### src/rtl/twin_pwm_pkg.sv
package twin_pwm_pkg;

  // Per-channel mode nibble; bit 0 is run, bit 1 output-off, bit 2 force-high, bit 3 open-drain.
  typedef struct packed {
    logic opendrain;
    logic force_hi;
    logic out_off;
    logic run;
  } ch_mode_t;

  localparam int FIELD_W   = 4;
  localparam int MODE_OFS  = 'h00;
  localparam int ROUTE_OFS = 'h04;
  localparam int CWH_OFS   = 'h08;
  localparam int CWL_OFS   = 'h0C;
  localparam int ON_OFS    = 'h18;
  localparam int PER_OFS   = 'h1C;
  localparam int CH_STRIDE = 8;

endpackage

### src/rtl/twin_pwm_rst_sync.sv
module twin_pwm_rst_sync (
  input  logic clk,
  input  logic arst_n,
  output logic srst_n
);

  logic [1:0] sync_q;

  always_ff @(posedge clk or negedge arst_n) begin
    if (!arst_n) sync_q <= 2'b00;
    else         sync_q <= {sync_q[0], 1'b1};
  end

  assign srst_n = sync_q[1];

endmodule

### src/rtl/twin_pwm_regs.sv
module twin_pwm_regs
  import twin_pwm_pkg::*;
#(
  parameter int NUM_CH = 2,
  parameter int CNT_W  = 8,
  parameter int CW_W   = 8,
  parameter int ADDR_W = 6,
  parameter int DATA_W = 32
) (
  input  logic                              clk,
  input  logic                              rst_n,
  input  logic                              wr_en,
  input  logic [ADDR_W-1:0]                 addr,
  input  logic [DATA_W-1:0]                 wdata,
  output logic [DATA_W-1:0]                 rdata,
  output ch_mode_t [NUM_CH-1:0]             mode_q,
  output logic [NUM_CH-1:0]                 route_q,
  output logic [NUM_CH-1:0][CNT_W-1:0]      on_q,
  output logic [NUM_CH-1:0][CNT_W-1:0]      per_q
);

  ch_mode_t [NUM_CH-1:0]            mode_d;
  logic [NUM_CH-1:0]                route_d;
  logic [NUM_CH-1:0][CNT_W-1:0]     on_d, per_d;
  logic [NUM_CH-1:0][CW_W-1:0]      cwh_q, cwh_d, cwl_q, cwl_d;

  // Next-state: apply a single write
  always_comb begin
    mode_d  = mode_q;
    route_d = route_q;
    on_d    = on_q;
    per_d   = per_q;
    cwh_d   = cwh_q;
    cwl_d   = cwl_q;
    if (wr_en) begin
      for (int ch = 0; ch < NUM_CH; ch++) begin
        if (addr == ADDR_W'(MODE_OFS))
          mode_d[ch] = ch_mode_t'(wdata[FIELD_W*ch +: FIELD_W]);
        if (addr == ADDR_W'(ROUTE_OFS))
          route_d[ch] = wdata[FIELD_W*ch];
        if (addr == ADDR_W'(CWH_OFS + CH_STRIDE*ch)) cwh_d[ch] = wdata[CW_W-1:0];
        if (addr == ADDR_W'(CWL_OFS + CH_STRIDE*ch)) cwl_d[ch] = wdata[CW_W-1:0];
        if (addr == ADDR_W'(ON_OFS  + CH_STRIDE*ch)) on_d[ch]  = wdata[CNT_W-1:0];
        if (addr == ADDR_W'(PER_OFS + CH_STRIDE*ch)) per_d[ch] = wdata[CNT_W-1:0];
      end
    end
  end

  always_ff @(posedge clk or negedge rst_n) begin
    if (!rst_n) begin
      mode_q  <= '0;
      route_q <= '0;
      on_q    <= '0;
      per_q   <= '0;
      cwh_q   <= '0;
      cwl_q   <= '0;
    end else if (wr_en) begin
      mode_q  <= mode_d;
      route_q <= route_d;
      on_q    <= on_d;
      per_q   <= per_d;
      cwh_q   <= cwh_d;
      cwl_q   <= cwl_d;
    end
  end

  // Read mux; unmapped addresses return zero
  always_comb begin
    rdata = '0;
    for (int ch = 0; ch < NUM_CH; ch++) begin
      if (addr == ADDR_W'(MODE_OFS))
        rdata[FIELD_W*ch +: FIELD_W] = mode_q[ch];
      if (addr == ADDR_W'(ROUTE_OFS))
        rdata[FIELD_W*ch] = route_q[ch];
      if (addr == ADDR_W'(CWH_OFS + CH_STRIDE*ch)) rdata[CW_W-1:0]  = cwh_q[ch];
      if (addr == ADDR_W'(CWL_OFS + CH_STRIDE*ch)) rdata[CW_W-1:0]  = cwl_q[ch];
      if (addr == ADDR_W'(ON_OFS  + CH_STRIDE*ch)) rdata[CNT_W-1:0] = on_q[ch];
      if (addr == ADDR_W'(PER_OFS + CH_STRIDE*ch)) rdata[CNT_W-1:0] = per_q[ch];
    end
  end

endmodule

### src/rtl/twin_pwm_channel.sv
module twin_pwm_channel #(
  parameter int CNT_W = 8
) (
  input  logic             clk,
  input  logic             rst_n,
  input  logic             run,
  input  logic             tick,
  input  logic [CNT_W-1:0] on_stage,
  input  logic [CNT_W-1:0] per_stage,
  output logic [CNT_W-1:0] cnt,
  output logic             pwm_lvl
);

  logic [CNT_W-1:0] cnt_q, cnt_d;
  logic [CNT_W-1:0] on_q, on_d;
  logic [CNT_W-1:0] per_q, per_d;
  logic             cnt_en;
  logic             wrap;

  assign cnt_en = !run || tick;
  assign wrap   = cnt_q >= per_q;

  always_comb begin
    cnt_d = cnt_q;
    on_d  = on_q;
    per_d = per_q;
    if (!run || wrap) begin
      cnt_d = '0;
      on_d  = on_stage;
      per_d = per_stage;
    end else begin
      cnt_d = cnt_q + 1'b1;
    end
  end

  always_ff @(posedge clk or negedge rst_n) begin
    if (!rst_n) begin
      cnt_q <= '0;
      on_q  <= '0;
      per_q <= '0;
    end else if (cnt_en) begin
      cnt_q <= cnt_d;
      on_q  <= on_d;
      per_q <= per_d;
    end
  end

  assign cnt     = cnt_q;
  assign pwm_lvl = run && (cnt_q < on_q);

endmodule

### src/rtl/twin_pwm_pad_drv.sv
module twin_pwm_pad_drv
  import twin_pwm_pkg::*;
(
  input  ch_mode_t mode,
  input  logic     route_pwm,
  input  logic     pwm_lvl,
  input  logic     raw_wave,
  output logic     pin_out,
  output logic     pin_oe
);

  logic lvl;

  always_comb begin
    if (mode.force_hi)  lvl = 1'b1;
    else if (route_pwm) lvl = pwm_lvl;
    else                lvl = raw_wave;

    if (mode.out_off) begin
      pin_out = 1'b0;
      pin_oe  = 1'b0;
    end else if (mode.opendrain) begin
      pin_out = 1'b0;
      pin_oe  = !lvl;
    end else begin
      pin_out = lvl;
      pin_oe  = 1'b1;
    end
  end

endmodule

### src/rtl/twin_pwm_ctrl.sv
module twin_pwm_ctrl
  import twin_pwm_pkg::*;
#(
  parameter int NUM_CH = 2,
  parameter int CNT_W  = 8,
  parameter int CW_W   = 8,
  parameter int ADDR_W = 6,
  parameter int DATA_W = 32
) (
  input  logic              clk,
  input  logic              rst_n,
  input  logic              reg_we,
  input  logic [ADDR_W-1:0] reg_addr,
  input  logic [DATA_W-1:0] reg_wdata,
  output logic [DATA_W-1:0] reg_rdata,
  input  logic [NUM_CH-1:0] vf_tick,
  input  logic [NUM_CH-1:0] vf_wave,
  output logic [NUM_CH-1:0] pin_out,
  output logic [NUM_CH-1:0] pin_oe
);

  logic                          rst_sync_n;
  ch_mode_t [NUM_CH-1:0]         mode_q;
  logic [NUM_CH-1:0]             route_q;
  logic [NUM_CH-1:0][CNT_W-1:0]  on_q, per_q, ch_cnt;
  logic [NUM_CH-1:0]             pwm_lvl;

  twin_pwm_rst_sync u_rst (
    .clk    (clk),
    .arst_n (rst_n),
    .srst_n (rst_sync_n)
  );

  twin_pwm_regs #(
    .NUM_CH (NUM_CH),
    .CNT_W  (CNT_W),
    .CW_W   (CW_W),
    .ADDR_W (ADDR_W),
    .DATA_W (DATA_W)
  ) u_regs (
    .clk     (clk),
    .rst_n   (rst_sync_n),
    .wr_en   (reg_we),
    .addr    (reg_addr),
    .wdata   (reg_wdata),
    .rdata   (reg_rdata),
    .mode_q  (mode_q),
    .route_q (route_q),
    .on_q    (on_q),
    .per_q   (per_q)
  );

  for (genvar g = 0; g < NUM_CH; g++) begin : g_ch
    twin_pwm_channel #(.CNT_W(CNT_W)) u_chan (
      .clk       (clk),
      .rst_n     (rst_sync_n),
      .run       (mode_q[g].run),
      .tick      (vf_tick[g]),
      .on_stage  (on_q[g]),
      .per_stage (per_q[g]),
      .cnt       (ch_cnt[g]),
      .pwm_lvl   (pwm_lvl[g])
    );

    twin_pwm_pad_drv u_pad (
      .mode      (mode_q[g]),
      .route_pwm (route_q[g]),
      .pwm_lvl   (pwm_lvl[g]),
      .raw_wave  (vf_wave[g]),
      .pin_out   (pin_out[g]),
      .pin_oe    (pin_oe[g])
    );
  end

endmodule

### config.mk
export PLATFORM = sky130hd
export DESIGN_NAME = twin_pwm_ctrl
export DESIGN_NICKNAME = d
export VERILOG_FILES = /design/src/rtl/twin_pwm_pkg.sv /design/src/rtl/twin_pwm_rst_sync.sv /design/src/rtl/twin_pwm_regs.sv /design/src/rtl/twin_pwm_channel.sv /design/src/rtl/twin_pwm_pad_drv.sv /design/src/rtl/twin_pwm_ctrl.sv
export SDC_FILE = /design/constraint.sdc
export NUM_CORES = 1
export LEC_CHECK = 0
export ABC_AREA = 1
export BUFFER_PORTS_ARGS = -buffer_cell sky130_fd_sc_hd__buf_2
export CORE_ASPECT_RATIO = 1.1
export CORE_MARGIN = 2
export CORE_UTILIZATION = 55
export DETAILED_ROUTE_END_ITERATION = 8
export GPL_ROUTABILITY_DRIVEN = 1
export PLACE_DENSITY = 0.86
export SYNTH_ARGS = -nofsm -noshare
export SYNTH_HDL_FRONTEND = slang
export SYNTH_SLANG_ARGS = --single-unit
### constraint.sdc
create_clock -name clk -period 8.8 [get_ports clk]
set_input_delay 0.44 -clock clk [delete_from_list [all_inputs] [get_ports clk]]
set_output_delay 0.44 -clock clk [all_outputs]
set_load 0.05 [all_outputs]
# After elaboration in Yosys (flattened, before gate mapping)
# Cells that the tools add are included.
# totals
mem_bits_rw	0
out_inout_bits	36
mem_count	0
word_cells	88
mem_bits_ro	0
ff_bits	124
input_bits	45
latchBits	0
# classes
eq_ne	9
shifts	0
n_div	0
reduce_logical	23
mul	0
n_addsub	2
n_bitwise	0
n_mux	26
n_lt_le_gt_ge	4
# op_table
op	count
8-bit two-way mux	10
6-bit by 5-bit == test with 1-bit output (second input constant)	4
2-bit AND reduction	12
8-bit by 1-bit adder with 8-bit output (second input constant)	2
8-bit greater-or-equal comparator	2
8-bit < comparator	2
1-bit two-way mux	14
6-bit by 4-bit == test with 1-bit output (second input constant)	2
6-bit == test (second input constant)	2
4-bit two-way mux	2
6-bit by 3-bit == test with 1-bit output (second input constant)	1
6-bit logical NOT	1
1-bit logical NOT	4
1-bit logical OR	4
1-bit logical AND	2

# Depth between registers and ports, before layout
# logic_depth
ltp_word	13
depth_mapped	12
ltp_nobuf	11

# Cells and area by module
# From an unflattened synthesis, not the netlist that was laid out.
# hier_totals
cells_unflattened	851
area_unflattened_um2	6744.0
# modules_own_cells
mod	cells_per_inst	area_per_inst_um2	instances
twin_pwm_regs	434	3622.2	1
twin_pwm_channel	195	1483.9	2
twin_pwm_pad_drv	12	50.0	2
twin_pwm_rst_sync	3	53.8	1

# Worst setup path after synthesis
# Ideal clock, no wire load.
# synth_path
path_type	input to output
startpoint	input port reg_addr[1]
endpoint	output port reg_rdata[2]
setup_slack_ns	6.766
t_required_ns	8.360
n_path_buf	1
arrival_time_ns	1.594
stages	8
path_cell_list	nor2_8 -> nand2_4 -> nor3_4 -> buf_2 -> a21oi_1 -> nand4_1 -> nand2_1 -> nand2_1
# synth_between
elab_chain_cells	10
word_cells_on_any_way	18
classes_between	eq/ne: 8; mux: 9; reduce/logical: 1
# synth_lines
element	line_no	source
start: declaration	twin_pwm_ctrl.sv:13	input logic [ADDR_W-1:0] reg_addr,
6-bit logical NOT	twin_pwm_regs.sv:71	if (addr == ADDR_W'(MODE_OFS))
4-bit two-way mux	twin_pwm_regs.sv:71	
8-bit two-way mux	twin_pwm_regs.sv:75	if (addr == ADDR_W'(CWH_OFS + CH_STRIDE*ch)) rdata[CW_W-1:0] = cwh_q[ch];
8-bit two-way mux	twin_pwm_regs.sv:76	if (addr == ADDR_W'(CWL_OFS + CH_STRIDE*ch)) rdata[CW_W-1:0] = cwl_q[ch];
8-bit two-way mux	twin_pwm_regs.sv:77	if (addr == ADDR_W'(ON_OFS + CH_STRIDE*ch)) rdata[CNT_W-1:0] = on_q[ch];
8-bit two-way mux	twin_pwm_regs.sv:78	if (addr == ADDR_W'(PER_OFS + CH_STRIDE*ch)) rdata[CNT_W-1:0] = per_q[ch];
8-bit two-way mux	twin_pwm_regs.sv:75	
8-bit two-way mux	twin_pwm_regs.sv:76	
8-bit two-way mux	twin_pwm_regs.sv:77	
8-bit two-way mux (*)	twin_pwm_regs.sv:78	
end: declaration	twin_pwm_ctrl.sv:15	output logic [DATA_W-1:0] reg_rdata,
# Mark *: on every way between the ends. The rest lies on a longest branch, timed or not.

# Worst setup path in the final report
# layout_path
startpoint	register g_ch[0].u_chan.cnt_q[3]
endpoint	register g_ch[0].u_chan.per_q[6]
# layout_between
elab_chain_cells	3
# layout_lines
element	line_no	source
start: declaration	twin_pwm_channel.sv:14	logic [CNT_W-1:0] cnt_q, cnt_d;
start signal: assignment	twin_pwm_channel.sv:42	cnt_q <= cnt_d;
8-bit greater-or-equal comparator	twin_pwm_channel.sv:21	assign wrap = cnt_q >= per_q;
1-bit logical OR	twin_pwm_channel.sv:27	if (!run || wrap) begin
2-bit AND reduction (no source line)	n/a	
end signal: assignment	twin_pwm_channel.sv:44	per_q <= per_d;
end: declaration	twin_pwm_channel.sv:16	logic [CNT_W-1:0] per_q, per_d;
# Every way passes these cells.
# A chain may end at the register's enable or synchronous reset.

==> impl_metrics.csv <==
group,metric,value,unit
clock_network,cts_setup_buffers,0,
setup_path,endpoint,"g_ch[0].u_chan.per_q[6]$_DFFE_PN0P_",
clock_network,cts_buffer_depth,2,
setup_path,cp-start-kind,"register",
setup_path,r2r-end,"g_ch[0].u_chan.per_q[6]$_DFFE_PN0P_",
route,wl_per_cell,14.87,µm
power_and_ir_drop,p_seq_frac,0.429,
sta,fmax,0.3784,GHz
sta,fin_crit,2643,ps
clock_network,post_cts_resized,0,
placed_design,placed_cell_area,6665,µm²
setup_path,cp.depth,9,
yosys,synth_edf_count,0,
die,num_rows,41,
sta,final_max_slew_viol_count,0,
cells_and_area,diodes,0,
power_and_ir_drop,p_switching,0.4990,mW
sta,setup_tns,0,ps
die,die-height,118.5,µm
cells_and_area,fin_cells,986,
setup_path,crit_type,"reg -> reg",
setup_path,critical_path.top_delay_family,"simple AND/OR/NAND/NOR gates",
global_route,grt_pass1_vias,4984,
global_route,grt-ovfl-total,0,
yosys,post-synth-top-area-fraction,0.4730,
clock_network,clk_latency,410,ps
cells_and_area,drive_above_1_share,0.1268,
cells_and_area,seq_area,3107,µm²
power_and_ir_drop,sw_frac_of_total,0.3050,
cells_and_area,area_delta_synth_final,10.38,%
yosys,yosysMostFrequentCell,"nand2_1",
setup_path,rr_worst_depth,9,
cells_and_area,multi_input_area,2895,µm²
flow_run,max_cap_viol_count,0,
yosys,ys_ff_latch,124,
clock_network,cts_root_buf,"clkbuf_16",
die,ios,81,
power_and_ir_drop,total_power,1.636,mW
placed_design,io_buffer_count,32,
clock_network,cts_buffers,17,
die,core,11540,µm²
placed_design,placed_cells,953,
yosys,ys.flop_type,"dfrtp_1",
global_route,grt_max_degree,80,
cells_and_area,final_nets,900,
setup_path,end_kind,"register",
route,drt_iter0_markers,611,
sta,setup_violations,0,
clock_network,htreeDepth,4,
route,vias_per_cell,5.340,
sta,fin_ws,6157,ps
clock_network,path_clk_slew,60,ps
setup_path,critPathSlowestCell,"nand2_1",
clock_network,numClockSinks,124,
yosys,synth_top_cell_by_area,"dfrtp_1",
setup_path,cp_num_buf_inv,1,
setup_path,crit_top_cell,"nand2_1",
route,drcViolationCount,0,
clock_network,cts_tree,"yes",
setup_path,arrival,2940,ps
placed_design,dp_hpwl,10100,µm
cells_and_area,final_util,0.6273,
die,start_util,0.5683,
setup_path,cp-startpoint,"g_ch[0].u_chan.cnt[3]$_DFFE_PN0P_",
die,die_w,108.1,µm
die,dieArea,12820,µm²
power_and_ir_drop,p_int,1.137,mW
sta,rsz0062_at_grt,"no",
global_route,grt_pass1_wl,24370,µm
global_route,grt_antenna_before_repair,0,
setup_path,worstPathRequired,9090,ps
yosys,yosys_warnings,0,
sta,finalHoldViolCount,0,
yosys,async_flop_share,1.000,
placed_design,gp_congestion,0.9294,
route,via_count,5265,
sta,worstMarginPinSlew,975.8,ps
placed_design,post-place-ws,6218,ps
route,route.antenna.remaining_nets,0,
power_and_ir_drop,ir_drop,0.1375,mV
cells_and_area,fill_cells,917,
route,dr.pass1.iters,5,
yosys,synth_cell_type_count,32,
hold_path,hp-class,"reg -> async",
setup_path,worstReg2RegStart,"g_ch[0].u_chan.cnt[3]$_DFFE_PN0P_",
setup_path,path_cells,"ha_1, a21oi_1, o21ai_0, nand2_1, nand4_1, nand2_1, inv_1, nand2_1, nand2_1",
setup_path,path_max_fanout,25,
route,routed_wl,14660,µm
setup_path,cpPeakStageDelay,590,ps
sta,final.setup_skew,7.039,ps
cells_and_area,postLayoutCellArea,7241,µm²
power_and_ir_drop,power_density,225.9,nW/µm²
power_and_ir_drop,clkPwrFrac,0.406,
power_and_ir_drop,p_comb_frac,0.165,
yosys,avgSynthCellArea,8.252,µm²
sta,final.period_utilization,0.3003,
setup_path,r2r_slack,6160,ps
yosys,syn_area,6560,µm²
outcome,status,"complete, no violations",
sta,slew_headroom,0.3494,
power_and_ir_drop,leakagePower,3.592,nW
sta,fin_hold_ws,307.9,ps
clock_network,holdBufCountCts,1,
yosys,ys_top_cells_by_area,"dfrtp_1 47%, nand2_1 15%, ha_1 6.1%, inv_1 4.4%, buf_4 3.4%",
yosys,synthTopCellsByCount,"256 x nand2_1, 124 x dfrtp_1, 77 x inv_1",
yosys,syn-instance-count,795,
global_route,track_usage,0.2461,
yosys,synth_seq_area_share,0.4730,
==> layer usage <==
metal | track usage | share of wire | vias up | wire, µm
met5 | 0 | 0 | - | 0
met4 | 0.1162 | 0.035 | 0 | 506
met3 | 0.04523 | 0.056 | 38 | 822
met2 | 0.3817 | 0.47 | 196 | 6906
met1 | 0.3341 | 0.44 | 2469 | 6422
li1 | - | - | 2562 | -
==> sequential cells by signal, summed over array words and instances (netlist names), 8 cells and up <==
name               cells
u_regs.on_q           16
u_regs.cwh_q          16
g_ch.u_chan.per_q     16
u_regs.per_q          16
u_regs.mode_q          8
g_ch.u_chan.cnt       16
u_regs.cwl_q          16
g_ch.u_chan.on_q      16
==> worst min-delay path by stage <==
stage / slack [ps] / end / cells past startpoint / from
after floorplan: 140 / u_rst.sync_q[0]$_DFF_PN0_ / 0 / rst_n
after global placement: 230 / u_rst.sync_q[0]$_DFF_PN0_ / 1 / rst_n
after detailed placement: 230 / u_rst.sync_q[0]$_DFF_PN0_ / 1 / rst_n
after CTS: 310 / g_ch[1].u_chan.cnt[0]$_DFFE_PN0P_ / 4 / vf_tick[1]
after global routing: 350 / g_ch[1].u_chan.cnt[0]$_DFFE_PN0P_ / 4 / vf_tick[1]
final: 310 / u_regs.cwl_q[14]$_DFFE_PN0P_ / 0 / u_rst.sync_q[1]$_DFF_PN0_
==> cell type report <==
type                       instances  share of cell area
clock buffer                      23             0.06601
clock inverter                     9             0.01210
inverter                          82             0.04251
multi-input combinational        564              0.3999
sequential                       124              0.4291
tap                              150             0.02592
timing repair buffer              34             0.02454
==> layout by cell type (no fill, tap or decap), drive strengths merged, types with 22 or more instances in the layout <==
| cell type | Yosys | routed |
|---|---|---|
| a21oi | 28 | 28 |
| conb | 2 | 25 |
| clkbuf | 0 | 23 |
| inv | 82 | 83 |
| dfrtp | 124 | 124 |
| o21ai | 92 | 92 |
| nand2 | 269 | 269 |
| nand4 | 22 | 22 |
| ha | 32 | 32 |
| buf | 48 | 33 |
| nor2 | 55 | 55 |
==> power groups by stage <==
| stage | clock network [mW] | logic (mW) | registers (mW) |
|---|---|---|---|
| global placement | 0 | 0.254 | 0.707 |
| global route | 0.690 | 0.309 | 0.711 |
| detailed placement | 0 | 0.266 | 0.709 |
| finish | 0.664 | 0.270 | 0.702 |
| floorplan | 0 | 0.222 | 0.697 |
| CTS | 0.666 | 0.271 | 0.700 |
==> logic make-up after synthesis <==
group                      synth area share
AOI/OAI and AO/OA                    0.1017
xor gates and xnor gates            0.01068
adders and majority gates           0.06103
buffers and inverters               0.09880
DFF                                  0.4730
other                              0.001145
and+or+nand+nor                      0.2537
Power figures use the tool's default switching activity.
